===== src/rtl/pxs_pkg.sv =====
package pxs_pkg;
   localparam int WSEL_W = 2;
   localparam int PSEL_W = 2;

   typedef struct packed {
      logic              sync_mode;
      logic              dbl_en;
      logic [WSEL_W-1:0] width_sel;
      logic [PSEL_W-1:0] pos_sel;
   } strobe_cfg_t;
endpackage


===== src/rtl/pxs_pulse_track.sv =====
module pxs_pulse_track #(
   parameter int MAX_HI = 3
) (
   input  logic clk,
   input  logic rst_n,
   input  logic pix_timing_i,
   output logic ts_q,
   output logic pix_start,
   output logic err_q
);
   localparam int HC_W = $clog2(MAX_HI + 2);
   localparam logic [HC_W-1:0] HI_LIM = HC_W'(MAX_HI);

   logic [HC_W-1:0] hi_cnt;

   initial begin
      assert (MAX_HI >= 1) else $error("MAX_HI must be at least 1");
   end

   assign pix_start = ts_q & ~pix_timing_i;

   always_ff @(posedge clk or negedge rst_n) begin
      if (!rst_n) begin
         ts_q   <= 1'b0;
         hi_cnt <= '0;
         err_q  <= 1'b0;
      end else begin
         ts_q  <= pix_timing_i;
         err_q <= pix_timing_i && (hi_cnt >= HI_LIM);
         if (!pix_timing_i)
            hi_cnt <= '0;
         else if (hi_cnt <= HI_LIM)
            hi_cnt <= hi_cnt + 1'b1;
      end
   end


   err_in_high_chk: assert property (@(posedge clk) disable iff (!rst_n)
      err_q |-> ts_q);
endmodule


===== src/rtl/pxs_phase.sv =====
module pxs_phase #(
   parameter int CNT_W = 6
) (
   input  logic             clk,
   input  logic             rst_n,
   input  logic             pix_start,
   output logic [CNT_W-1:0] phase,
   output logic [CNT_W-1:0] period,
   output logic             started,
   output logic             period_ok
);
   localparam logic [CNT_W-1:0] PH_MAX = '1;

   initial begin
      assert (CNT_W >= 4) else $error("CNT_W must be at least 4");
   end

   always_ff @(posedge clk or negedge rst_n) begin
      if (!rst_n) begin
         phase     <= '0;
         period    <= '0;
         started   <= 1'b0;
         period_ok <= 1'b0;
      end else if (pix_start) begin
         phase     <= '0;
         period    <= (phase == PH_MAX) ? PH_MAX : phase + 1'b1;
         started   <= 1'b1;
         period_ok <= started;
      end else if (phase != PH_MAX) begin
         phase <= phase + 1'b1;
      end
   end


   period_known_chk: assert property (@(posedge clk) disable iff (!rst_n)
      period_ok |-> started);
endmodule


===== src/rtl/pxs_strobe_gen.sv =====
module pxs_strobe_gen
   import pxs_pkg::*;
#(
   parameter int CNT_W     = 6,
   parameter int POS_BASE  = 2,
   parameter bit DIRECT_EN = 1'b1
) (
   input  logic             clk,
   input  logic             rst_n,
   input  logic             pix_timing_i,
   input  logic             pix_start,
   input  logic             started,
   input  logic             period_ok,
   input  logic [CNT_W-1:0] phase,
   input  logic [CNT_W-1:0] period,
   input  strobe_cfg_t      cfg_in,
   output logic             dat_q,
   output logic             dat_fall_q,
   output logic             ref_q,
   output logic             ref_fall_q
);
   localparam int CW1 = CNT_W + 1;

   strobe_cfg_t   cfg_q;
   logic          sync_eff;
   logic [CW1-1:0] w_ext;
   logic          rise_hit, ref_hit;
   logic          sync_d, dat_d, ref_d;

   initial begin
      assert (POS_BASE >= 2) else $error("POS_BASE must be at least 2");
      assert (CNT_W > WSEL_W + 1) else $error("CNT_W too small for width field");
   end

   generate
      if (DIRECT_EN) begin : g_direct
         assign sync_eff = cfg_q.sync_mode;
      end else begin : g_sync_only
         assign sync_eff = 1'b1;
      end
   endgenerate

   assign w_ext    = CW1'(cfg_q.width_sel) + CW1'(1);
   assign rise_hit = period_ok && (({1'b0, phase} + w_ext + CW1'(1)) == {1'b0, period});
   assign ref_hit  = started && cfg_q.dbl_en && !pix_start &&
                     (({1'b0, phase} + CW1'(2)) == (CW1'(cfg_q.pos_sel) + CW1'(POS_BASE)));

   always_comb begin
      if (pix_start)     sync_d = 1'b0;
      else if (rise_hit) sync_d = 1'b1;
      else               sync_d = dat_q;
      dat_d = sync_eff ? sync_d : pix_timing_i;
      ref_d = ref_hit;
   end

   always_ff @(posedge clk or negedge rst_n) begin
      if (!rst_n) begin
         cfg_q      <= '0;
         dat_q      <= 1'b0;
         dat_fall_q <= 1'b0;
         ref_q      <= 1'b0;
         ref_fall_q <= 1'b0;
      end else begin
         if (pix_start || !period_ok)
            cfg_q <= cfg_in;
         dat_q      <= dat_d;
         dat_fall_q <= dat_q & ~dat_d;
         ref_q      <= ref_d;
         ref_fall_q <= ref_q & ~ref_d;
      end
   end


   ref_one_cycle_chk: assert property (@(posedge clk) disable iff (!rst_n)
      $rose(ref_q) |=> !ref_q);

   ref_off_chk: assert property (@(posedge clk) disable iff (!rst_n)
      (!$past(cfg_q.dbl_en) && $past(rst_n)) |-> (!ref_q && !ref_fall_q));

   dat_fall_src_chk: assert property (@(posedge clk) disable iff (!rst_n)
      ($fell(dat_q) && $past(sync_eff) && $past(rst_n)) |-> $past(pix_start));

   direct_follow_chk: assert property (@(posedge clk) disable iff (!rst_n)
      (!$past(sync_eff) && $past(rst_n)) |-> (dat_q == $past(pix_timing_i)));

   dat_fall_mark_chk: assert property (@(posedge clk) disable iff (!rst_n)
      dat_fall_q |-> (!dat_q && $past(dat_q)));
endmodule


===== src/rtl/pixel_sample_strobe_gen.sv =====
module pixel_sample_strobe_gen
   import pxs_pkg::*;
#(
   parameter int CNT_W     = 6,
   parameter int MAX_HI    = 3,
   parameter int POS_BASE  = 2,
   parameter bit DIRECT_EN = 1'b1
) (
   input  logic              clk,
   input  logic              rst_n,
   input  logic              pix_timing_i,
   input  logic              sync_mode,
   input  logic              dbl_samp_en,
   input  logic [WSEL_W-1:0] data_width_sel,
   input  logic [PSEL_W-1:0] ref_pos_sel,
   output logic              data_strobe_o,
   output logic              data_fall_o,
   output logic              ref_strobe_o,
   output logic              ref_fall_o,
   output logic              clamp_close_o,
   output logic              pulse_err_o
);
   logic             ts_q, pix_start, started, period_ok;
   logic [CNT_W-1:0] phase, period;
   strobe_cfg_t      cfg_in;

   assign cfg_in = '{sync_mode: sync_mode, dbl_en: dbl_samp_en,
                     width_sel: data_width_sel, pos_sel: ref_pos_sel};

   pxs_pulse_track #(.MAX_HI(MAX_HI)) trk_i (
      .clk(clk), .rst_n(rst_n), .pix_timing_i(pix_timing_i),
      .ts_q(ts_q), .pix_start(pix_start), .err_q(pulse_err_o));

   pxs_phase #(.CNT_W(CNT_W)) ph_i (
      .clk(clk), .rst_n(rst_n), .pix_start(pix_start),
      .phase(phase), .period(period), .started(started), .period_ok(period_ok));

   pxs_strobe_gen #(.CNT_W(CNT_W), .POS_BASE(POS_BASE), .DIRECT_EN(DIRECT_EN)) gen_i (
      .clk(clk), .rst_n(rst_n), .pix_timing_i(pix_timing_i), .pix_start(pix_start),
      .started(started), .period_ok(period_ok), .phase(phase), .period(period),
      .cfg_in(cfg_in), .dat_q(data_strobe_o), .dat_fall_q(data_fall_o),
      .ref_q(ref_strobe_o), .ref_fall_q(ref_fall_o));

   assign clamp_close_o = ref_strobe_o;
endmodule


===== config.mk =====
export PLATFORM = sky130hd
export DESIGN_NAME = pixel_sample_strobe_gen
export DESIGN_NICKNAME = d
export VERILOG_FILES = /design/src/rtl/pxs_pkg.sv /design/src/rtl/pxs_pulse_track.sv /design/src/rtl/pxs_phase.sv /design/src/rtl/pxs_strobe_gen.sv /design/src/rtl/pixel_sample_strobe_gen.sv
export SDC_FILE = /design/constraint.sdc
export NUM_CORES = 1
export LEC_CHECK = 0
export BUFFER_PORTS_ARGS = -buffer_cell sky130_fd_sc_hd__buf_2
export CAP_MARGIN = 20
export CORE_MARGIN = 2
export CORE_UTILIZATION = 25
export DETAILED_ROUTE_END_ITERATION = 6
export GPL_ROUTABILITY_DRIVEN = 1
export PLACE_DENSITY_LB_ADDON = 0.12
export SLEW_MARGIN = 15
export SYNTH_ARGS = -nofsm -noshare
export SYNTH_HDL_FRONTEND = slang
export SYNTH_SLANG_ARGS = --single-unit

===== constraint.sdc =====
create_clock -name clk -period 3.7 [get_ports clk]
set_clock_uncertainty 0.1 [all_clocks]
set_input_delay 0 -clock clk [delete_from_list [all_inputs] [get_ports clk]]
set_output_delay 0 -clock clk [all_outputs]
set_load 0.01 [all_outputs]

==> metrics.txt <==
# TYPE chip_impl_metric gauge
chip_impl_metric{name="finalInstanceArea",unit="um2"} 1800
chip_impl_metric{name="p_per_area",unit="nW/um2"} 607
chip_impl_metric{name="period_share",unit=""} 0.592
chip_impl_metric{name="detail-route-antenna-nets",unit=""} 0
chip_impl_metric{name="drt-vias-per-instance",unit=""} 4.36
chip_impl_metric{name="irDropWorstVdd",unit="mV"} 0.268
chip_impl_info{name="grt_setup_unrepaired",value="no"} 1
chip_impl_metric{name="slew_violations",unit=""} 0
chip_impl_metric{name="crit_path_max_fanout",unit=""} 3
chip_impl_info{name="hold_class",value="in2async"} 1
chip_impl_metric{name="yosysTopAreaCellShare",unit=""} 0.481
chip_impl_metric{name="num_antenna_cells",unit=""} 0
chip_impl_metric{name="post-route-drc-count",unit=""} 0
chip_impl_metric{name="design.die.area",unit="um2"} 6680
chip_impl_metric{name="slew-limit-headroom",unit=""} 0.560
chip_impl_info{name="timing.critical_path.from_type",value="flip-flop"} 1
chip_impl_metric{name="grt_start_max_net_pins",unit=""} 30
chip_impl_metric{name="grt_pass1_wl",unit="mm"} 5.18
chip_impl_info{name="postSynth.topFlopCell",value="dfrtp_1"} 1
chip_impl_metric{name="drive_above_1_share",unit=""} 0.189
chip_impl_info{name="cts_root_buffer",value="clkbuf_8"} 1
chip_impl_info{name="worstSetupEndpointType",value="flip-flop"} 1
chip_impl_metric{name="core-area",unit="um2"} 5890
chip_impl_metric{name="final_net_count",unit=""} 186
chip_impl_metric{name="synth.distinct_cells",unit=""} 38
chip_impl_metric{name="max-clock-path-buffers",unit=""} 2
chip_impl_metric{name="netlist_instances",unit=""} 145
chip_impl_metric{name="layout.core_utilization",unit=""} 0.306
chip_impl_metric{name="placed_cells",unit=""} 228
chip_impl_info{name="synth.most_common_cell",value="dfrtp_1"} 1
chip_impl_metric{name="numCtsBuffers",unit=""} 5
chip_impl_metric{name="top_level_ports",unit=""} 15
chip_impl_info{name="ys_top_cells_by_area",value="dfrtp_1 48%, ha_1 6.6%, xnor2_1 5.2%"} 1
chip_impl_metric{name="post_drt_wl_per_cell",unit="um"} 12.2
chip_impl_info{name="worst-setup-path-type",value="reg2reg"} 1
chip_impl_metric{name="grtUsageTotal",unit=""} 0.107
chip_impl_metric{name="power.leakage",unit="nW"} 0.825
chip_impl_metric{name="worst_r2r_path_depth",unit=""} 8
chip_impl_metric{name="worstSkewPairLatency",unit="ns"} 0.27
chip_impl_metric{name="setup_total_negative_slack",unit="ns"} 0
chip_impl_metric{name="cts-hold-fix-buffers",unit=""} 8
chip_impl_info{name="yosysTopAreaCell",value="dfrtp_1"} 1
chip_impl_metric{name="initial_standard_cell_utilization_of_the_core",unit=""} 0.257
chip_impl_metric{name="yosys_warnings",unit=""} 0
chip_impl_metric{name="stdcell_count",unit=""} 244
chip_impl_metric{name="chipWidth",unit="um"} 81.7
chip_impl_metric{name="antenna_violations_before_repair",unit=""} 0
chip_impl_metric{name="drt-pass1-iter-count",unit=""} 4
chip_impl_metric{name="routability_cong",unit=""} 0.736
chip_impl_metric{name="ff_latch_count_synth",unit=""} 29
chip_impl_info{name="status",value="complete, no violations"} 1
chip_impl_metric{name="final_hold_viol_count",unit=""} 0
chip_impl_metric{name="synth_nets",unit=""} 163
chip_impl_metric{name="chipHeight",unit="um"} 81.7
chip_impl_metric{name="synth_async_sr_flop_share",unit=""} 1.00
chip_impl_info{name="ys_top_cells_by_count",value="29 x dfrtp_1, 16 x nand2_1, 13 x nor2_1"} 1
chip_impl_metric{name="layout_min_cycle_time",unit="ns"} 2.19
chip_impl_metric{name="cts-htree-levels",unit=""} 2
chip_impl_metric{name="tightest_slew",unit="ns"} 0.659
chip_impl_metric{name="tritoncts_num_sinks",unit=""} 29
chip_impl_metric{name="post_cts_resized",unit=""} 0
chip_impl_metric{name="port_buffers",unit=""} 14
chip_impl_metric{name="worstPathRequired",unit="ns"} 3.76
chip_impl_info{name="tritoncts_clock_tree",value="built"} 1
chip_impl_metric{name="max_cap_violations",unit=""} 0
chip_impl_metric{name="area_growth_syn_to_layout",unit="%"} 19.3
chip_impl_metric{name="drt-initial-drc-count",unit=""} 34
chip_impl_metric{name="post_synth_instance_area",unit="um2"} 1510
chip_impl_metric{name="wirelength",unit="mm"} 2.98
chip_impl_metric{name="synth-edff-count",unit=""} 0
chip_impl_metric{name="critical_path_arrival",unit="ns"} 2.25
chip_impl_metric{name="dp_hpwl",unit="mm"} 2.18
chip_impl_metric{name="cts_setup_buffers",unit=""} 0
chip_impl_metric{name="total_gr_overflow",unit=""} 0
chip_impl_metric{name="detailed_place.area",unit="um2"} 1640
chip_impl_metric{name="via_total_after_detailed_routing",unit=""} 1063
chip_impl_metric{name="first_global_vias",unit=""} 1078
chip_impl_metric{name="std_cell_rows",unit=""} 28
chip_impl_metric{name="clk_transition_reported_paths",unit="ns"} 0.06
chip_impl_metric{name="finalSetupViolCount",unit=""} 0
chip_impl_metric{name="sequential_element_share_of_the_synthesized_area",unit=""} 0.481
chip_impl_metric{name="average_instance_area_after_synthesis",unit="um2"} 10.4
chip_impl_metric{name="fmaxAchievable",unit="GHz"} 0.456
[logic make-up after synthesis]
group | Yosys count | synth area share
fa+ha+maj | 9 | 0.0795
buf+inv | 12 | 0.0381
flops | 29 | 0.481
simple gates | 53 | 0.178
compound gates | 19 | 0.0771
mux | 10 | 0.0712
xor+xnor | 13 | 0.0754
[critical path: stages (launching register included)]
cell and delay [ns]:
dfrtp_1 0.40, ha_1 0.31, inv_1 0.06, fa_1 0.43, nor2b_1 0.14, o21ai_1 0.10
mux2_2 0.30, mux2i_1 0.14, o31ai_1 0.09
[path summary, 6_finish.rpt]
check | to | startpoint | slack [ns]
worst min register to register | ph_i.period_ok$_DFFE_PN0P_ | ph_i.started$_DFFE_PN0P_ | 0.40
worst min-delay path | gen_i.ref_fall_q$_DFF_PN0_ | rst_n | 0.20
min in group clk | trk_i.ts_q$_DFF_PN0_ | pix_timing_i | 0.35
worst max-delay path | gen_i.dat_q$_DFF_PN0_ | gen_i.cfg_q[2]$_DFFE_PN0P_ | 1.51
max in group asynchronous | ph_i.period[5]$_DFFE_PN0P_ | rst_n | 2.87
worst max register to register | gen_i.dat_q$_DFF_PN0_ | gen_i.cfg_q[2]$_DFFE_PN0P_ | 1.51
[power breakdown]
group / switching, mW / internal, mW / total (mW)
sequential: 0.0847 / 0.390 / 0.474
combinational: 0.181 / 0.191 / 0.372
clock: 0.117 / 0.130 / 0.247
total: 0.383 / 0.710 / 1.09
[state kept, by name, summed over array words and instances, names as in the netlist]
signal and cells:
ph_i.period 6, ph_i.phase 6, gen_i.cfg_q 5, trk_i.hi_cnt 3, gen_i.dat_fall_q 1, gen_i.dat_q 1
gen_i.ref_fall_q 1, gen_i.ref_q 1, gen_i.sync_eff 1, ph_i.period_ok 1, ph_i.started 1, trk_i.err_q 1
trk_i.ts_q 1
[cell usage in the layout (no fill, tap or decap), drive strengths merged, types with 4 or more instances in the layout]
| cell | Yosys | final |
|---|---|---|
| clkbuf | 3 | 6 |
| o21ai | 11 | 11 |
| buf | 3 | 14 |
| xnor2 | 9 | 9 |
| dfrtp | 29 | 29 |
| xor2 | 4 | 4 |
| mux2 | 6 | 6 |
| nor2 | 13 | 13 |
| dlygate4sd3 | 0 | 8 |
| nor2b | 5 | 5 |
| nand3 | 4 | 4 |
| ha | 8 | 8 |
| mux2i | 4 | 4 |
| inv | 6 | 6 |
| nand2 | 16 | 16 |
[metrics by stage]
stage / hold slack [ns] / power [mW] / setup slack, ns
2_1_floorplan: -0.396 / 0.761 / 1.67
3_3_place_gp: -0.0244 / 0.845 / 1.59
3_5_place_dp: -0.0201 / 0.853 / 1.53
4_1_cts: 0.223 / 1.12 / 1.52
5_1_grt: 0.269 / 1.20 / 1.35
6_report: 0.198 / 1.09 / 1.51
[area by class of cell]
class	instances	area [um2]
clock buffer	6	72.6
clock inverter	2	10.0
fill	631	4080
inverter	6	22.5
multi-input combinational	104	727
sequential	29	726
tap	75	93.8
timing repair buffer	22	150
[layer usage]
layer  wire length (um)  vias to the layer above  GRT usage
met4                 60                        0     0.0450
met3                 76                        5     0.0330
li1                   -                      534          -
met5                  0                        -          0
met2               1500                       10      0.177
met1               1340                      514      0.129
No activity file was read; power rests on OpenSTA's default activity.
